### config.mk
export PLATFORM = sky130hd
export DESIGN_NAME = sp_fadd
export DESIGN_NICKNAME = d
export VERILOG_FILES = /design/src/rtl/sp_fadd.sv
export SDC_FILE = /design/constraint.sdc
export NUM_CORES = 1
export LEC_CHECK = 0
export BUFFER_PORTS_ARGS = -buffer_cell sky130_fd_sc_hd__buf_2
export CELL_PAD_IN_SITES_DETAIL_PLACEMENT = 1
export CELL_PAD_IN_SITES_GLOBAL_PLACEMENT = 1
export CORE_UTILIZATION = 50
export CTS_BUF_LIST = sky130_fd_sc_hd__clkbuf_8
export DETAILED_ROUTE_END_ITERATION = 8
export PLACE_DENSITY_LB_ADDON = 0.1
export SYNTH_ARGS = -nofsm -noshare
export SYNTH_HDL_FRONTEND = slang
export SYNTH_SLANG_ARGS = --single-unit
### constraint.sdc
create_clock -name clk -period 1.7 [get_ports clk]
set_input_delay 0.17 -clock clk [delete_from_list [all_inputs] [get_ports clk]]
set_output_delay 0.17 -clock clk [all_outputs]
set_load 0.05 [all_outputs]
### src/rtl/sp_fadd.sv
module sp_fadd #(
  parameter int EW = 8,
  parameter int FW = 23
) (
  input  logic             clk,
  input  logic             rst_n,
  input  logic             start_i,
  input  logic [EW+FW:0]   opa_i,
  input  logic [EW+FW:0]   opb_i,
  input  logic [1:0]       rmode_i,
  output logic [EW+FW:0]   sum_o,
  output logic             done_o
);
  localparam int TW  = EW + FW + 1;
  localparam int MW  = FW + 1;
  localparam int WW  = MW + 3;
  localparam int LZW = $clog2(WW + 1);
  localparam logic [WW-1:0] ONE   = 1;
  localparam logic [EW:0]   SHLIM = (EW+1)'(WW);

  function automatic logic [LZW-1:0] lead_zeros(input logic [WW-1:0] v);
    logic [LZW-1:0] n;
    logic hit;
    n = '0;
    hit = 1'b0;
    for (int i = WW - 1; i >= 0; i--) begin
      if (!hit) begin
        if (v[i]) hit = 1'b1;
        else      n = n + 1'b1;
      end
    end
    return n;
  endfunction

  logic              sa, sb;
  logic [EW-1:0]     ea, eb;
  logic [WW-1:0]     ma, mb;

  assign sa = opa_i[TW-1];
  assign sb = opb_i[TW-1];
  assign ea = opa_i[TW-2:FW];
  assign eb = opb_i[TW-2:FW];
  assign ma = (ea == '0) ? '0 : {1'b1, opa_i[FW-1:0], 3'b000};
  assign mb = (eb == '0) ? '0 : {1'b1, opb_i[FW-1:0], 3'b000};

  logic signed [EW:0] ediff;
  logic               a_big;
  logic [EW:0]        shamt;
  logic               s_big;
  logic [EW-1:0]      e_big;
  logic [WW-1:0]      m_big, m_sml;

  assign ediff = $signed({1'b0, ea}) - $signed({1'b0, eb});
  assign a_big = (ediff > 0) || ((ediff == 0) && (ma >= mb));
  assign shamt = a_big ? ediff : -ediff;
  assign s_big = a_big ? sa : sb;
  assign e_big = a_big ? ea : eb;
  assign m_big = a_big ? ma : mb;
  assign m_sml = a_big ? mb : ma;

  logic [WW-1:0] shifted, m_al;
  logic          sticky;

  always_comb begin
    if (shamt >= SHLIM) begin
      shifted = '0;
      sticky  = |m_sml;
    end else begin
      shifted = m_sml >> shamt;
      sticky  = |(m_sml & ((ONE << shamt) - ONE));
    end
    m_al = {shifted[WW-1:1], shifted[0] | sticky};
  end

  logic [WW:0] raw;
  assign raw = (sa == sb) ? ({1'b0, m_big} + {1'b0, m_al})
                          : ({1'b0, m_big} - {1'b0, m_al});

  logic [LZW-1:0] lz;
  logic [WW-1:0]  m_n;
  logic [EW-1:0]  e_n;
  logic           is_zero;

  assign lz      = lead_zeros(raw[WW-1:0]);
  assign is_zero = (raw == '0);

  always_comb begin
    if (raw[WW]) begin
      m_n = {raw[WW:2], raw[1] | raw[0]};
      e_n = e_big + 1'b1;
    end else begin
      m_n = raw[WW-1:0] << lz;
      e_n = e_big - {{(EW-LZW){1'b0}}, lz};
    end
  end

  logic [MW-1:0] keep;
  logic          g_bit, rs_bits, inc;
  logic [MW:0]   rsum;
  logic [FW-1:0] frac;
  logic [EW-1:0] e_r;
  logic [TW-1:0] res;

  assign keep    = m_n[WW-1:3];
  assign g_bit   = m_n[2];
  assign rs_bits = |m_n[1:0];

  always_comb begin
    case (rmode_i)
      2'b00:   inc = g_bit & (rs_bits | keep[0]);
      2'b01:   inc = 1'b0;
      2'b10:   inc = ~s_big & (g_bit | rs_bits);
      default: inc = s_big & (g_bit | rs_bits);
    endcase
  end

  assign rsum = {1'b0, keep} + {{MW{1'b0}}, inc};
  assign frac = rsum[MW] ? rsum[FW:1] : rsum[FW-1:0];
  assign e_r  = rsum[MW] ? e_n + 1'b1 : e_n;
  assign res  = is_zero ? {(rmode_i == 2'b11), {(TW-1){1'b0}}}
                        : {s_big, e_r, frac};

  always_ff @(posedge clk or negedge rst_n) begin
    if (!rst_n) begin
      sum_o  <= '0;
      done_o <= 1'b0;
    end else begin
      done_o <= start_i;
      if (start_i) sum_o <= res;
    end
  end
endmodule

==> results of run 1 <==
-- cells by family after synthesis --
logic type	Yosys count	share of synthesized area, %
simple gates	879	28.6
xor+xnor	136	9.34
mux	118	8.63
buf+inv	208	5.83
flops	33	5.55
compound gates	715	33.7
fa+ha+maj	98	8.34
-- Yosys cell counts, types with 27 or more instances --
master    count  area share, %
a21o_1       27            1.4
nand2_1     271            6.8
nor3_1       87            2.9
a211oi_1     36            1.8
o21ai_0     134            4.5
and2_1       30            1.3
mux2i_1      80            5.4
ha_1         92            7.7
a31oi_1      35            1.5
xor2_1       50            2.9
dfrtp_1      33            5.5
o211ai_1     35            1.8
inv_1        77            1.9
nand3_1      70            2.4
o21a_1       28            1.4
clkbuf_1     79            2.0
a21oi_1     148            5.0
mux2_2       33            2.5
nor2_1      218            5.5
xnor2_1      68            4.0
-- per-stage QoR --
step	TNS (ps)	setup slack, ps	cell area, µm²	hold slack (ps)	std cells
3_3_place_gp	-634110	-20260	22600	242	3434
2_1_floorplan	-621100	-19980	15500	-126	2187
==> impl_metrics.ini, run 1 <==
[yosys]
async_flop_share_pct = 100
synth.distinct_cells = 116
ys_seq_area_share_pct = 5.55
synth_seq_cells = 33
avgSynthCellArea_um2 = 6.81
synth_edf_count = 0
syn_area_um2 = 14900
synth_nets = 2351
synth_top_flop_cell = dfrtp_1
ys_warn_count = 0
synthCells = 2187

[floorplan]
die_h_um = 175
row_count = 62
start_util_pct = 51.3
io_pins = 102
die_w_um = 175

[placement]
dp_hpwl_um = 98200
gp_congestion = 1.19
io_buffers = 101

[run_status]
status = did not finish
lastStage = detailed placement (3_5_place_dp)
tool.error = [ERROR DPL-0033] detailed placement checks failed during check placement.
==> run 2: changes to the inputs <==
Settings changed: CELL_PAD_IN_SITES_DETAIL_PLACEMENT 1 to unset, CELL_PAD_IN_SITES_GLOBAL_PLACEMENT 1 to unset, CORE_UTILIZATION 50 to 40, CTS_BUF_LIST sky130_fd_sc_hd__clkbuf_8 to unset, PLACE_DENSITY_LB_ADDON 0.1 to 0.15.
==> run 2 against run 1 <==
  * The flow now finishes, with violations (setup timing)
  * Synthesized cell count is the same
  * Synthesized area unchanged
==> impl_metrics.ini, run 2 <==
[global_route]
grt_pass1_vias = 21800
grt_pass1_wl_um = 119000
globalRouteOverflowTotal = 0
antenna_found_initial = 1
grt_max_degree = 51
gr-usage-all-layers_pct = 39.2

[placement]
io_buffers = 101
place_inst = 3561
dp_hpwl_um = 61000
gp_congestion = 1.04

[route]
routedWlPerCell_um = 21.0
final_antenna_net_count = 0
via_per_inst = 5.94
drt_iter0_markers = 1792
wl_um = 78500
drc_errors = 0
drt_first_pass_iters = 6
vias = 22200

[power_and_ir_drop]
powerDensity_nw_per_um2 = 1430
p_leak_nw = 12.0
peakVddDrop_uv = 696

[critical_path]
crit_cells = 127
cp_slowest_cell = or4_4
crit_arrival_ps = 22250
path_class = input pin to flip-flop
start_kind = input pin
r2r-end = sum_o[30]$_DFFE_PN0P_
crit_start = opb_i[26]
cp_max_fo = 8
path_buf_inv = 22
cp-end-kind = flip-flop
ff2ff_setup_slack_ps = 670
critPathMaxStageDelay_ps = 630
reg2reg_from = sum_o[30]$_DFFE_PN0P_
critical_path.most_common_cell = buf_4
reg2regPathDepth = 4
critPathTopFamily = simple AND/OR/NAND/NOR gates
cp.required_ps = 1870
cp-endpoint = sum_o[24]$_DFFE_PN0P_

[yosys]
avgSynthCellArea_um2 = 6.81
yosys-top-cells-count = 271 x nand2_1, 218 x nor2_1, 148 x a21oi_1
synthMuxAreaShare_pct = 8.63
syn_area_um2 = 14900
synth-simple-area-share_pct = 28.6
synth_most_common_cell = nand2_1
ys_seq_area_share_pct = 5.55
ys_warn_count = 0
synth_seq_cells = 33
synth_top_area_share_pct = 7.73
async_flop_share_pct = 100
synth_top_family_by_area = compound AO/OA/AOI/OAI gates
synth.distinct_cells = 116
synthXorXnorAreaFrac_pct = 9.34
synth_top_flop_cell = dfrtp_1
synth_nets = 2351
synth_edf_count = 0
synth_area_leaders = ha_1 7.7%, nand2_1 6.8%, dfrtp_1 5.5%
synth-adder-area-share_pct = 8.34
yosysTopAreaCell = ha_1
synthCells = 2187
synth_compound_area_share_pct = 33.7

[clock_tree]
h-tree-depth = 2
clockBufferDepth = 2
cts_buffers = 5
clk_latency_ps = 280
cts-root-buf = clkbuf_16
clk_pin_slew_ps = 50
cts.sinks = 33
cts_tree = built

[layout]
drive_gt1_share_pct = 48.0
fin_cells = 3733
largest_reg_flops = 32
fillers = 3080
top_register = sum_o
nNetsFinal = 3427
areaGrowthSynthToFinish_pct = 74.0
layout_commonest_cell = buf_4
reg_top3 = sum_o x32, done_o x1
final_cell_mix = 1,037 x buf_4, 241 x nand2_1, 203 x nor2_1, 126 x a21oi_1, 100 x o21ai_0

[flow_run]
max_cap_violations = 0

[floorplan]
core-area_um2 = 36600
start_util_pct = 40.7
die_w_um = 195
io_pins = 102
die_h_um = 195
die-area_um2 = 38000
row_count = 70

[run_status]
status = finished with violations
violations = setup timing

[timing]
period_share_pct = 1300
finalCriticalPeriod_ps = 22090
maxSlewViolCount = 0
fin_tns_setup_ps = -636100
clock_skew_ps = 0
worst_pin_slew_ps = 1440
finalSetupViolCount = 32
hold_viol = 0
relSlewSlack_pct = 3.75
rsz0062_at_grt = yes
fmax_mhz = 45.3
timing.final.ws_setup_ps = -20390

[hold_path]
hp-class = input pin to flip-flop
## run 2: cell counts after synthesis
No cell type changed its count.
## run 2: worst min-delay path by stage
stage                       endpoint  slack (ps)  cells after the start  startpoint
2_1_floorplan       done_o$_DFF_PN0_        -130                      0       rst_n
3_3_place_gp   sum_o[16]$_DFFE_PN0P_         240                      1       rst_n
3_5_place_dp    sum_o[8]$_DFFE_PN0P_         280                      1       rst_n
4_1_cts             done_o$_DFF_PN0_          80                      1     start_i
5_1_grt             done_o$_DFF_PN0_          70                      1     start_i
6_report            done_o$_DFF_PN0_          80                      1     start_i
## run 2: kinds of logic (layout without fill, tap and decap cells)
kind of cell    after synthesis  count (layout)
simple gates                879             884
compound gates              715             715
buf+inv                     208            1280
xor+xnor                    136             136
mux                         118             118
fa+ha+maj                    98              98
flops                        33              33
other cells                   0               1
## run 2: area by class of cell
class	instances	area, µm²	share of cell area (%)
clock inverter	2	10.0	0.0386
tap	468	586	2.26
inverter	81	304	1.17
antenna	1	2.50	0.00966
clock buffer	6	129	0.497
multi-input combinational	1951	15000	57.8
sequential	33	826	3.19
timing repair buffer	1191	9060	35.0
## run 2: per-layer routing
metal | global-route usage (%) | up-vias | part of all wire (%)
met2 | 65.7 | 1010 | 46
met4 | 24.9 | 0 | 7.3
met5 | 0 | - | 0
met1 | 48.0 | 10500 | 40
li1 | - | 10400 | -
met3 | 3.89 | 268 | 6.0
## run 2: per-stage QoR
step | area [µm²] | utilization [%] | power (mW) | hold WS, ps | setup WS [ps]
floorplan | 15500 | - | 17.4 | -126 | -19980
global placement | 23000 | 62.9 | 31.2 | 244 | -20650
detailed placement | 23000 | 62.9 | 31.5 | 278 | -20940
CTS | 24800 | 67.7 | 34.1 | 75.9 | -19770
global route | 25900 | 70.8 | 39.2 | 74.7 | -21390
finish | 25900 | 70.8 | 37.0 | 80.8 | -20390
## run 2: repair_timing
action | 4_1_cts | 5_1_grt
endpoints found under the setup margin | 32 | 32
buffers inserted | 113 | 53
hold buffers | 1 | 0
endpoints found under the hold margin | 33 | 0
gates cloned | 6 | 2
gates resized for setup | 145 | 168
pin swaps | 91 | 128
## run 2: worst reg2reg max path, stage by stage, from the launching register on
cell     delay (ps)
dfrtp_1         370
nor2b_1         130
a41oi_1         170
o41a_1          160
o21ai_1          70
## run 2: power by group
| group | internal [mW] | total [mW] | switching [mW] |
|---|---|---|---|
| clock network | 0.538 | 0.906 | 0.368 |
| registers | 1.16 | 1.39 | 0.228 |
| logic | 16.4 | 34.8 | 18.4 |
No activity file was read; power rests on OpenSTA's default activity.
==> run 3: changes to the inputs <==
==> constraint.sdc (replaced) <==
create_clock -name clk -period 1.7 [get_ports clk]
set_input_delay 0 -clock clk [delete_from_list [all_inputs] [get_ports clk]]
set_output_delay 0 -clock clk [all_outputs]
set_load 0.02 [all_outputs]
==> run 3 against run 2 <==
  * The run still ends with setup timing left
  * Register-to-register slack better by 50 ps
  * Total power down 4.0%
  * Routed wire length down 1.2%
  * Die area unchanged
  * Critical path type unchanged
==> impl_metrics.ini, run 3 (same netlist as run 2, synthesis figures left out) <==
[floorplan]
start_util_pct = 40.7
io_pins = 102
die-area_um2 = 38000
core-area_um2 = 36600
row_count = 70
die_w_um = 195
die_h_um = 195

[critical_path]
crit_arrival_ps = 22100
path_class = input pin to flip-flop
critical_path.most_common_cell = buf_4
reg2reg_from = sum_o[30]$_DFFE_PN0P_
ff2ff_setup_slack_ps = 720
cp_max_fo = 6
crit_start = opa_i[28]
path_buf_inv = 21
r2r-end = sum_o[30]$_DFFE_PN0P_
cp_slowest_cell = or4_4
cp-end-kind = flip-flop
cp-endpoint = sum_o[25]$_DFFE_PN0P_
critPathMaxStageDelay_ps = 610
crit_cells = 130
critPathTopFamily = simple AND/OR/NAND/NOR gates
reg2regPathDepth = 4
start_kind = input pin
cp.required_ps = 1870

[clock_tree]
clk_latency_ps = 280
cts_buffers = 5
cts.sinks = 33
clk_pin_slew_ps = 60
clockBufferDepth = 2
cts_tree = built
h-tree-depth = 2
cts-root-buf = clkbuf_16

[placement]
gp_congestion = 1.03
dp_hpwl_um = 61400
io_buffers = 101

[route]
final_antenna_net_count = 0
drt_iter0_markers = 2198
routedWlPerCell_um = 21.0
drt_first_pass_iters = 6
vias = 22100
wl_um = 77600
drc_errors = 0
via_per_inst = 6.00

[flow_run]
max_cap_violations = 0

[layout]
final_cell_mix = 998 x buf_4, 238 x nand2_1, 207 x nor2_1, 123 x a21oi_1, 103 x o21ai_0
finish.utilization_pct = 69.6
layout_commonest_cell = buf_4
largest_reg_flops = 32
areaGrowthSynthToFinish_pct = 71.2
top_register = sum_o
reg_top3 = sum_o x32, done_o x1
fillers = 3119
nNetsFinal = 3384
drive_gt1_share_pct = 46.7
antenna_cells = 0

[global_route]
grt_pass1_vias = 21500
gr-usage-all-layers_pct = 38.9
antenna_found_initial = 0
globalRouteOverflowTotal = 0
grt_max_degree = 51
grt_pass1_wl_um = 118000

[timing]
maxSlewViolCount = 0
finalCriticalPeriod_ps = 21930
fin_tns_setup_ps = -629960
clock_skew_ps = 0
rsz0062_at_grt = yes
hold_viol = 0
finalSetupViolCount = 32
period_share_pct = 1290
fmax_mhz = 45.6
relSlewSlack_pct = 25.3
worst_pin_slew_ps = 1120
timing.final.ws_setup_ps = -20230

[power_and_ir_drop]
peakVddDrop_uv = 794
powerDensity_nw_per_um2 = 1400
p_leak_nw = 11.8

[run_status]
violations = setup timing
status = finished with violations

[hold_path]
hp-class = input pin to flip-flop
## run 3: how the worst min path moves through the flow
| stage | from | endpoint | slack (ps) | cells past startpoint |
|---|---|---|---|---|
| after global routing | rmode_i[0] | sum_o[31]$_DFFE_PN0P_ | 40 | 3 |
| after CTS | rmode_i[0] | sum_o[31]$_DFFE_PN0P_ | 40 | 3 |
| after floorplan | rst_n | done_o$_DFF_PN0_ | -300 | 0 |
| after global placement | rst_n | sum_o[7]$_DFFE_PN0P_ | 70 | 1 |
| final | rmode_i[0] | sum_o[31]$_DFFE_PN0P_ | 40 | 3 |
| after detailed placement | rst_n | sum_o[8]$_DFFE_PN0P_ | 110 | 1 |
## run 3: stage by stage
stage / setup WS, ps / area [µm²] / hold slack, ps / std cells / power, mW
after floorplan: -19810 / 15500 / -296 / 2187 / 16.6
after global placement: -20310 / 23100 / 73.3 / 3562 / 30.4
after detailed placement: -20830 / 23100 / 113 / 3562 / 30.7
after CTS: -20020 / 24600 / 39.8 / 3654 / 33.3
after global routing: -21170 / 25500 / 41.5 / 3689 / 37.8
final: -20230 / 25500 / 43.0 / 3689 / 35.6
## run 3: layout make-up
type                       instances  area (µm²)  area share (%)
clock inverter                     1        5.00          0.0196
timing repair buffer            1147        8760            34.4
tap                              468         586            2.30
multi-input combinational       1952       14800            58.2
sequential                        33         826            3.24
inverter                          81         308            1.21
clock buffer                       7         153           0.599
## run 3: where the power goes
group          leakage [nW]  switching [mW]  internal (mW)  total (mW)
sequential            0.401           0.217           1.16        1.37
combinational          11.3            17.1           16.1        33.2
clock                0.0799           0.363          0.621       0.984
total                  11.8            17.7           17.8        35.6
## run 3: worst reg2reg max path, cell delays in order, from the launching register on
cell and delay, ps:
dfrtp_1 370, nor2b_1 130, a41oi_1 160, o41a_1 160, o21ai_1 60
## run 3: routing by layer
layer,vias up,GRT usage [%],part of all wire [%],wire length [µm]
li1,10300,-,-,-
met5,-,0,0,0
met2,1042,66.0,46,36100
met1,10500,47.7,40,30800
met4,0,22.9,7.3,5660
met3,297,3.64,6.5,5080
## run 3: repair_timing
item	4_1_cts	5_1_grt
pin swaps	156	107
hold buffers	2	0
gates cloned	8	2
gates resized for setup	143	126
endpoints found under the hold margin	34	0
endpoints found under the setup margin	32	32
setup buffers	75	36
